[src/rtl/chan_scatter_pkg.sv]
package chan_scatter_pkg;

    typedef enum logic [2:0] {
        ST_IDLE,
        ST_READ,
        ST_LAT,
        ST_SEND,
        ST_RESP
    } cs_state_e;

endpackage

[src/rtl/cs_addr_gen.sv]
module cs_addr_gen #(
    parameter int ADDR_W = 32,
    parameter int CH_W   = 8,
    parameter int IDX_W  = 8
) (
    input  logic [ADDR_W-1:0] base,
    input  logic [CH_W-1:0]   ch,
    input  logic [IDX_W-1:0]  iter,
    output logic [ADDR_W-1:0] addr
);
    localparam int OFF_W = CH_W + IDX_W;

    logic [ADDR_W-1:0] word_off;

    always_comb begin
        word_off = '0;
        word_off[OFF_W+1:2] = {ch, iter};
        addr = base + word_off;
    end
endmodule

[src/rtl/cs_wr_chan.sv]
module cs_wr_chan (
    input  logic clk,
    input  logic rst_n,
    input  logic launch,
    input  logic awready,
    input  logic wready,
    output logic awvalid,
    output logic wvalid,
    output logic accepted
);
    logic aw_pend_d, aw_pend_q;
    logic w_pend_d, w_pend_q;

    always_comb begin
        aw_pend_d = launch | (aw_pend_q & ~awready);
        w_pend_d  = launch | (w_pend_q & ~wready);
        accepted  = (aw_pend_q | w_pend_q) & ~aw_pend_d & ~w_pend_d;
    end

    always_ff @(posedge clk) begin
        if (!rst_n) begin
            aw_pend_q <= 1'b0;
            w_pend_q  <= 1'b0;
        end else begin
            aw_pend_q <= aw_pend_d;
            w_pend_q  <= w_pend_d;
        end
    end

    assign awvalid = aw_pend_q;
    assign wvalid  = w_pend_q;
endmodule

[src/rtl/chan_scatter_wr.sv]
module chan_scatter_wr
    import chan_scatter_pkg::*;
#(
    parameter int ADDR_W = 32,
    parameter int DATA_W = 32,
    parameter int CH_W   = 8,
    parameter int IDX_W  = 8
) (
    input  logic                clk,
    input  logic                rst_n,
    input  logic                start,
    input  logic [CH_W:0]       num_ch,
    input  logic [ADDR_W-1:0]   base_addr,
    output logic                buf_rd_en,
    output logic [CH_W-1:0]     buf_rd_addr,
    input  logic [DATA_W-1:0]   buf_rd_data,
    output logic [ADDR_W-1:0]   m_awaddr,
    output logic [2:0]          m_awprot,
    output logic                m_awvalid,
    input  logic                m_awready,
    output logic [DATA_W-1:0]   m_wdata,
    output logic [DATA_W/8-1:0] m_wstrb,
    output logic                m_wvalid,
    input  logic                m_wready,
    input  logic [1:0]          m_bresp,
    input  logic                m_bvalid,
    output logic                m_bready,
    output logic                busy,
    output logic                done,
    output logic                error
);
    localparam int NUM_W = CH_W + 1;

    typedef struct packed {
        cs_state_e          st;
        logic [CH_W-1:0]    ch;
        logic [IDX_W-1:0]   iter;
        logic [NUM_W-1:0]   num;
        logic [ADDR_W-1:0]  base;
        logic [DATA_W-1:0]  data;
        logic               err;
        logic               done;
    } regs_t;

    regs_t r_d, r_q;
    logic  launch;
    logic  accepted;
    logic  last_ch;
    logic  bad_resp;

    always_comb begin
        r_d      = r_q;
        r_d.done = 1'b0;
        launch   = 1'b0;
        last_ch  = ({1'b0, r_q.ch} == (r_q.num - 1'b1));
        bad_resp = (m_bresp == 2'b10) || (m_bresp == 2'b11);
        unique case (r_q.st)
            ST_IDLE: begin
                if (start && (num_ch != '0)) begin
                    r_d.st   = ST_READ;
                    r_d.ch   = '0;
                    r_d.num  = num_ch;
                    r_d.base = base_addr;
                    r_d.err  = 1'b0;
                end
            end
            ST_READ: r_d.st = ST_LAT;
            ST_LAT: begin
                r_d.st   = ST_SEND;
                r_d.data = buf_rd_data;
                launch   = 1'b1;
            end
            ST_SEND: begin
                if (accepted) r_d.st = ST_RESP;
            end
            ST_RESP: begin
                if (m_bvalid) begin
                    if (bad_resp) r_d.err = 1'b1;
                    if (last_ch) begin
                        r_d.st   = ST_IDLE;
                        r_d.iter = r_q.iter + 1'b1;
                        r_d.done = 1'b1;
                    end else begin
                        r_d.st = ST_READ;
                        r_d.ch = r_q.ch + 1'b1;
                    end
                end
            end
            default: r_d.st = ST_IDLE;
        endcase
    end

    always_ff @(posedge clk) begin
        if (!rst_n) begin
            r_q <= '{st: ST_IDLE, default: '0};
        end else begin
            r_q <= r_d;
        end
    end

    cs_addr_gen #(.ADDR_W(ADDR_W), .CH_W(CH_W), .IDX_W(IDX_W)) u_addr (
        .base (r_q.base),
        .ch   (r_q.ch),
        .iter (r_q.iter),
        .addr (m_awaddr)
    );

    cs_wr_chan u_wr (
        .clk      (clk),
        .rst_n    (rst_n),
        .launch   (launch),
        .awready  (m_awready),
        .wready   (m_wready),
        .awvalid  (m_awvalid),
        .wvalid   (m_wvalid),
        .accepted (accepted)
    );

    assign buf_rd_en   = (r_q.st == ST_READ);
    assign buf_rd_addr = r_q.ch;
    assign m_awprot    = 3'b000;
    assign m_wdata     = r_q.data;
    assign m_wstrb     = '1;
    assign m_bready    = (r_q.st == ST_RESP);
    assign busy        = (r_q.st != ST_IDLE);
    assign done        = r_q.done;
    assign error       = r_q.err;
endmodule

[config.mk]
export PLATFORM = sky130hd
export DESIGN_NAME = chan_scatter_wr
export DESIGN_NICKNAME = d
export VERILOG_FILES = /design/src/rtl/chan_scatter_pkg.sv /design/src/rtl/cs_addr_gen.sv /design/src/rtl/cs_wr_chan.sv /design/src/rtl/chan_scatter_wr.sv
export SDC_FILE = /design/constraint.sdc
export NUM_CORES = 1
export LEC_CHECK = 0
export BUFFER_PORTS_ARGS = -buffer_cell sky130_fd_sc_hd__buf_4
export CORE_ASPECT_RATIO = 1.5
export CORE_MARGIN = 2
export CORE_UTILIZATION = 52
export CTS_CLUSTER_SIZE = 24
export DETAILED_ROUTE_END_ITERATION = 8
export GPL_TIMING_DRIVEN = 0
export PLACE_DENSITY = 0.84
export SLEW_MARGIN = 15
export SYNTH_ARGS = -nofsm -noshare
export SYNTH_HDL_FRONTEND = slang
export SYNTH_HIERARCHICAL = 1
export SYNTH_SLANG_ARGS = --single-unit
[constraint.sdc]
create_clock -name clk -period 3.62 [get_ports clk]
set_input_delay 0.724 -clock clk [delete_from_list [all_inputs] [get_ports clk]]
set_output_delay 0.724 -clock clk [all_outputs]
set_load 0.02 [all_outputs]
# Yosys cells after proc, flatten, opt, wreduce, memory -nomap -nowiden
# Cells that the tools add are included.
dict set report word_totals {
  ff_bits 96
  in_bits 81
  output_inout_bits 86
  word_cells 63
}
dict set report op_classes {
  addsub 4
  n_eq_ne 12
  muxes 14
  bitwise 11
  reduce_logical 12
}
# cell count
set op_table {}
lappend op_table {{$add 32x18->32} 1}
lappend op_table {{$mux 19} 1}
lappend op_table {{$add 8x1->8 const B} 2}
lappend op_table {{$mux 8} 2}
lappend op_table {{$pmux 8 s2} 1}
lappend op_table {{$pmux 3 s5} 1}
lappend op_table {{$mux 11} 1}
lappend op_table {{$eq 8x9->1} 1}
lappend op_table {{$reduce_and 3->1} 3}
lappend op_table {{$reduce_bool 9->1} 1}
lappend op_table {{$sub 9x1->9 const B} 1}
lappend op_table {{$ne 2x2->1 const B} 4}
lappend op_table {{$reduce_and 4->1} 2}
lappend op_table {{$eq 3x2->1 const B} 2}
lappend op_table {{$mux 1} 5}
lappend op_table {{$and 1x1->1} 4}
lappend op_table {{$eq 2x2->1 const B} 2}
lappend op_table {{$not 1->1} 4}
lappend op_table {{$eq 3x1->1 const B} 1}
lappend op_table {{$eq 3x3->1 const B} 1}
lappend op_table {{$logic_not 3->1} 1}
lappend op_table {{$mux 3} 1}
lappend op_table {{$or 1x1->1} 3}
lappend op_table {{$reduce_bool 3->1} 1}
lappend op_table {{7 further kinds} 7}

# Depth between registers and ports, before layout
dict set report depth {
  ltp_word 8
  depth_mapped 10
  depth_no_buf 9
}

# Hierarchy
# The synthesis kept the hierarchy.
# mod n_inst cells_per_inst area_each_um2 seq_area_each_um2
set by_module_without_submodules {}
lappend by_module_without_submodules {chan_scatter_wr 1 538 4261.6 1881.8}
lappend by_module_without_submodules {cs_addr_gen 1 166 1166.1 0.0}
lappend by_module_without_submodules {cs_wr_chan 1 8 86.3 40.0}

# Least setup slack after synthesis
# No wires, ideal clock.
dict set report synth_timing {
  kind {register -> output}
  startpoint {register r_q[75] in the netlist's numbering}
  endpoint {output port m_awaddr[28]}
  t_arrival_ns 2.135
  required_time_ns 2.896
  path_slack_ns 0.761
  stages_incl_launch_ff 10
  path_buffers 0
  cell_sequence {dfxtp_1 > ha_1 > inv_1 > fa_1 > nor2b_1 > o21ai_1 > a21oi_2 > o21ai_2 > a211oi_1 > xor2_1}
}
dict set report synth_between {
  elab_chain_cells 1
}
# item line_no
set synth_rtl {}
lappend synth_rtl {{start: declaration} chan_scatter_wr.sv:45} ;# regs_t r_d, r_q;
lappend synth_rtl {{start signal: assignment} chan_scatter_wr.sv:97} ;# r_q <= r_d;
lappend synth_rtl {{$add 32x18->32} cs_addr_gen.sv:18} ;# addr = base + word_off;
lappend synth_rtl {{end: declaration} chan_scatter_wr.sv:17} ;# output logic [ADDR_W-1:0] m_awaddr,
# No other way between the ends.

# Worst setup path in the final report
dict set report layout_timing {
  startpoint {register r_q[75] in the netlist's numbering}
  endpoint {output port m_awaddr[30]}
}
# Same word-level chain as after synthesis.

==> results.json <==
{
  "drtPass1Iterations": 5,
  "crit_arrival_ns": 2.74,
  "drt-initial-drc-count": 258,
  "syn_area_sq_um": 5510,
  "synthSimpleGateAreaFrac_pct": 24.0,
  "hold_path.class": "reg -> reg",
  "dp_slack_ns": 0.163,
  "wirelength_um": 13900,
  "mostFrequentLayoutCells": "buf_4, nand2_1, a21oi_1",
  "setup_slack_ns": 0.159,
  "nNetsFinal": 987,
  "ios": 167,
  "clock.fmax_ghz": 0.289,
  "grt_pass1_vias": 4975,
  "grt_max_degree": 17,
  "end_kind": "output pin",
  "async_flop_share_pct": 0,
  "crit_buf_inv": 2,
  "synthFlopType": "dfxtp_1",
  "htreeDepth": 3,
  "vias_per_cell": 5.22,
  "netlist_instances": 712,
  "wire_per_inst_um": 13.4,
  "overflow": 0,
  "ys_ff_latch": 96,
  "clk_path_buf_depth": 2,
  "fp.dieW_um": 88.1,
  "io_buffer_count": 158,
  "diodes": 0,
  "numCtsBuffers": 9,
  "critical_path_class": "reg -> out",
  "crit_chain": "ha_1 > inv_1 > fa_1 > nor2b_1 > o21ai_1 > a21oi_2 > o21ai_2 > a211oi_1 > xor2_1 > buf_4",
  "clock_skew_ns": 0.00889,
  "layout_commonest_cell": "buf_4",
  "drive_above_1_share_pct": 28.3,
  "finalCriticalPeriod_ns": 3.46,
  "tightest_slew_ns": 0.765,
  "start_kind": "flop",
  "cts_setup_buffers": 0,
  "antenna_found_initial": 0,
  "fin_tns_setup_ns": 0,
  "core-area_sq_um": 10500,
  "holdBufCountCts": 0,
  "path_delay_family": "compound AO/OA/AOI/OAI gates",
  "synth.area.mux_share_pct": 2.18,
  "gp_congestion": 0.971,
  "cap_violations": 0,
  "synthAdderAreaFrac_pct": 4.67,
  "slew-limit-headroom_pct": 48.9,
  "track_usage_pct": 24.3,
  "cts_tree": "yes",
  "route.antenna.remaining_nets": 0,
  "synth_compound_area_share_pct": 18.8,
  "avgSynthCellArea_sq_um": 7.74,
  "place_hpwl_um": 10900,
  "crit_required_ns": 2.90,
  "cts.clk_slew.worst_paths_ns": 0.07,
  "hold_violations": 0,
  "core.rowCount": 46,
  "synth-edff-count": 0,
  "total_leakage_power_uw": 0.00323,
  "ir_drop_v": 0.000285,
  "clk_latency_ns": 0.35,
  "crit_fanout": 7,
  "synth-xor-area-share_pct": 5.40,
  "grt_pass1_wl_um": 22200,
  "clockRootBuffer": "clkbuf_16",
  "placed_cells": 1019,
  "yosysWarnings": 6,
  "ys_seq_area_share_pct": 34.9,
  "slowest_delay_ns": 0.42,
  "start_util_pct": 52.6,
  "slew_violations": 0,
  "syn2layout_area_growth_pct": 30.7,
  "setup_viol": 0,
  "hold_slack_ns": 0.453,
  "vias": 5406,
  "power_density_nw_per_um2": 383,
  "die_h_um": 130,
  "status": "finished, final reports clean",
  "final_cells": 1035,
  "drc": 0,
  "total_power_uw": 2760,
  "synth_top_family_by_area": "simple AND/OR/NAND/NOR gates",
  "die_area_sq_um": 11500,
  "slowest_stage": "dfxtp_1",
  "ys_types": 66,
  "cts_sinks": 96,
  "period_share_pct": 95.6
}
==> cells by family (layout without fill, tap and decap cells) <==
kind of cell,count (synthesis),count (layout)
flip-flops,96,96
AND/OR/NAND/NOR,289,289
buffers and inverters,94,268
adder cells (fa/ha/maj),20,20
other,2,7
multiplexers,12,12
AO/OA/AOI/OAI,165,165
XOR/XNOR,34,34
==> cell type report <==
type,count,area (sq um)
plain buffers,78,488
clock buffers,10,229
clock inverters,6,68.8
fillers,908,3270
inverters,16,60.1
multi-input cells,527,3080
flip-flops and latches,96,1920
well taps,144,180
repair buffers,158,1190
==> worst register-to-register path, delay by kind of cell (launching register included) <==
kind	cells	cell delay (ns)
and+or+nand+nor	3	1.31
adders and majority gates	1	0.18
AOI/OAI and AO/OA	2	0.70
buffers and inverters	1	0.07
muxes	1	0.22
DFF	1	0.36
==> where the power goes <==
part | switching, uW | leakage (uW) | total, uW | internal, uW
clock | 409 | 0.000143 | 948 | 539
sequential | 55.3 | 0.000782 | 1180 | 1120
combinational | 348 | 0.00231 | 635 | 287
==> what timing repair did <==
item | CTS | global route
setup endpoints to repair | 0 | 1
hold endpoints to repair | 0 | 0
resized for setup | 0 | 1
==> cell usage after synthesis, types with 2 or more instances <==
master	n	area, sq um
o21ai_1	4	20.0
or4_1	3	22.5
ha_1	19	238
nand3_1	12	60.1
mux2i_1	12	120
buf_1	3	11.3
and3_2	2	15.0
a21oi_1	101	505
a21oi_2	2	17.5
dfxtp_1	96	1920
buf_4	50	375
a21boi_0	3	22.5
nand4b_1	2	17.5
a211oi_1	5	37.5
o211a_1	2	20.0
a21boi_1	2	15.0
or3_1	2	12.5
and3_1	6	37.5
conb_1	2	7.51
nor4_1	3	18.8
or2_2	8	50.1
xor2_1	17	149
and4_1	2	17.5
a221oi_1	3	26.3
nor3b_1	2	15.0
o41ai_1	2	17.5
o21ai_2	2	17.5
o211ai_1	2	15.0
and2_1	6	37.5
nor3_1	6	30.0
o21ai_0	8	40.0
nor2b_1	3	18.8
o21a_1	5	37.5
inv_1	15	56.3
o311ai_0	2	17.5
a21o_1	6	45.0
xnor2_1	17	149
nand4_1	10	62.6
nand2_1	185	694
o21bai_1	3	22.5
nor2_1	22	82.6
clkbuf_1	24	90.1
a211o_1	2	17.5
nand2b_1	7	43.8
==> flip-flops by register name, indices dropped and copies added (netlist names) <==
| register | flops |
|---|---|
| r_q | 52 |
| buf_rd_addr | 8 |
| error | 1 |
| u_wr/wvalid | 1 |
| m_wdata | 32 |
| done | 1 |
| u_wr/awvalid | 1 |
==> path summary, 6_finish.rpt <==
path                      startpoint                      end  slack, ns  depth (start not counted)
max reg2reg     r_q[66]$_SDFFE_PN0P_     r_q[82]$_SDFFE_PN0P_       0.71                          8
min reg2reg  m_wdata[7]$_SDFFE_PN0P_  m_wdata[7]$_SDFFE_PN0P_       0.45                          2
max             r_q[75]$_SDFFE_PN0P_             m_awaddr[30]       0.16                         10
min          m_wdata[7]$_SDFFE_PN0P_  m_wdata[7]$_SDFFE_PN0P_       0.45                          2
==> per-stage QoR <==
stage / instance area (sq um) / util [%]
final: 7210 / 68.8
after global routing: 7210 / 68.8
after CTS: 7200 / 68.7
after detailed placement: 6900 / 65.9
after global placement: 6900 / 65.9
after floorplan: 5530 / -
==> per-layer routing <==
layer	share of wire (%)	vias up	GRT usage [%]	wire length, um
met5	0	-	0	0
met4	3.4	0	11.0	472
met3	6.9	37	6.51	953
met2	52	179	43.3	7150
met1	38	2456	26.5	5290
li1	-	2734	-	-
No activity file was read; power rests on OpenSTA's default activity.
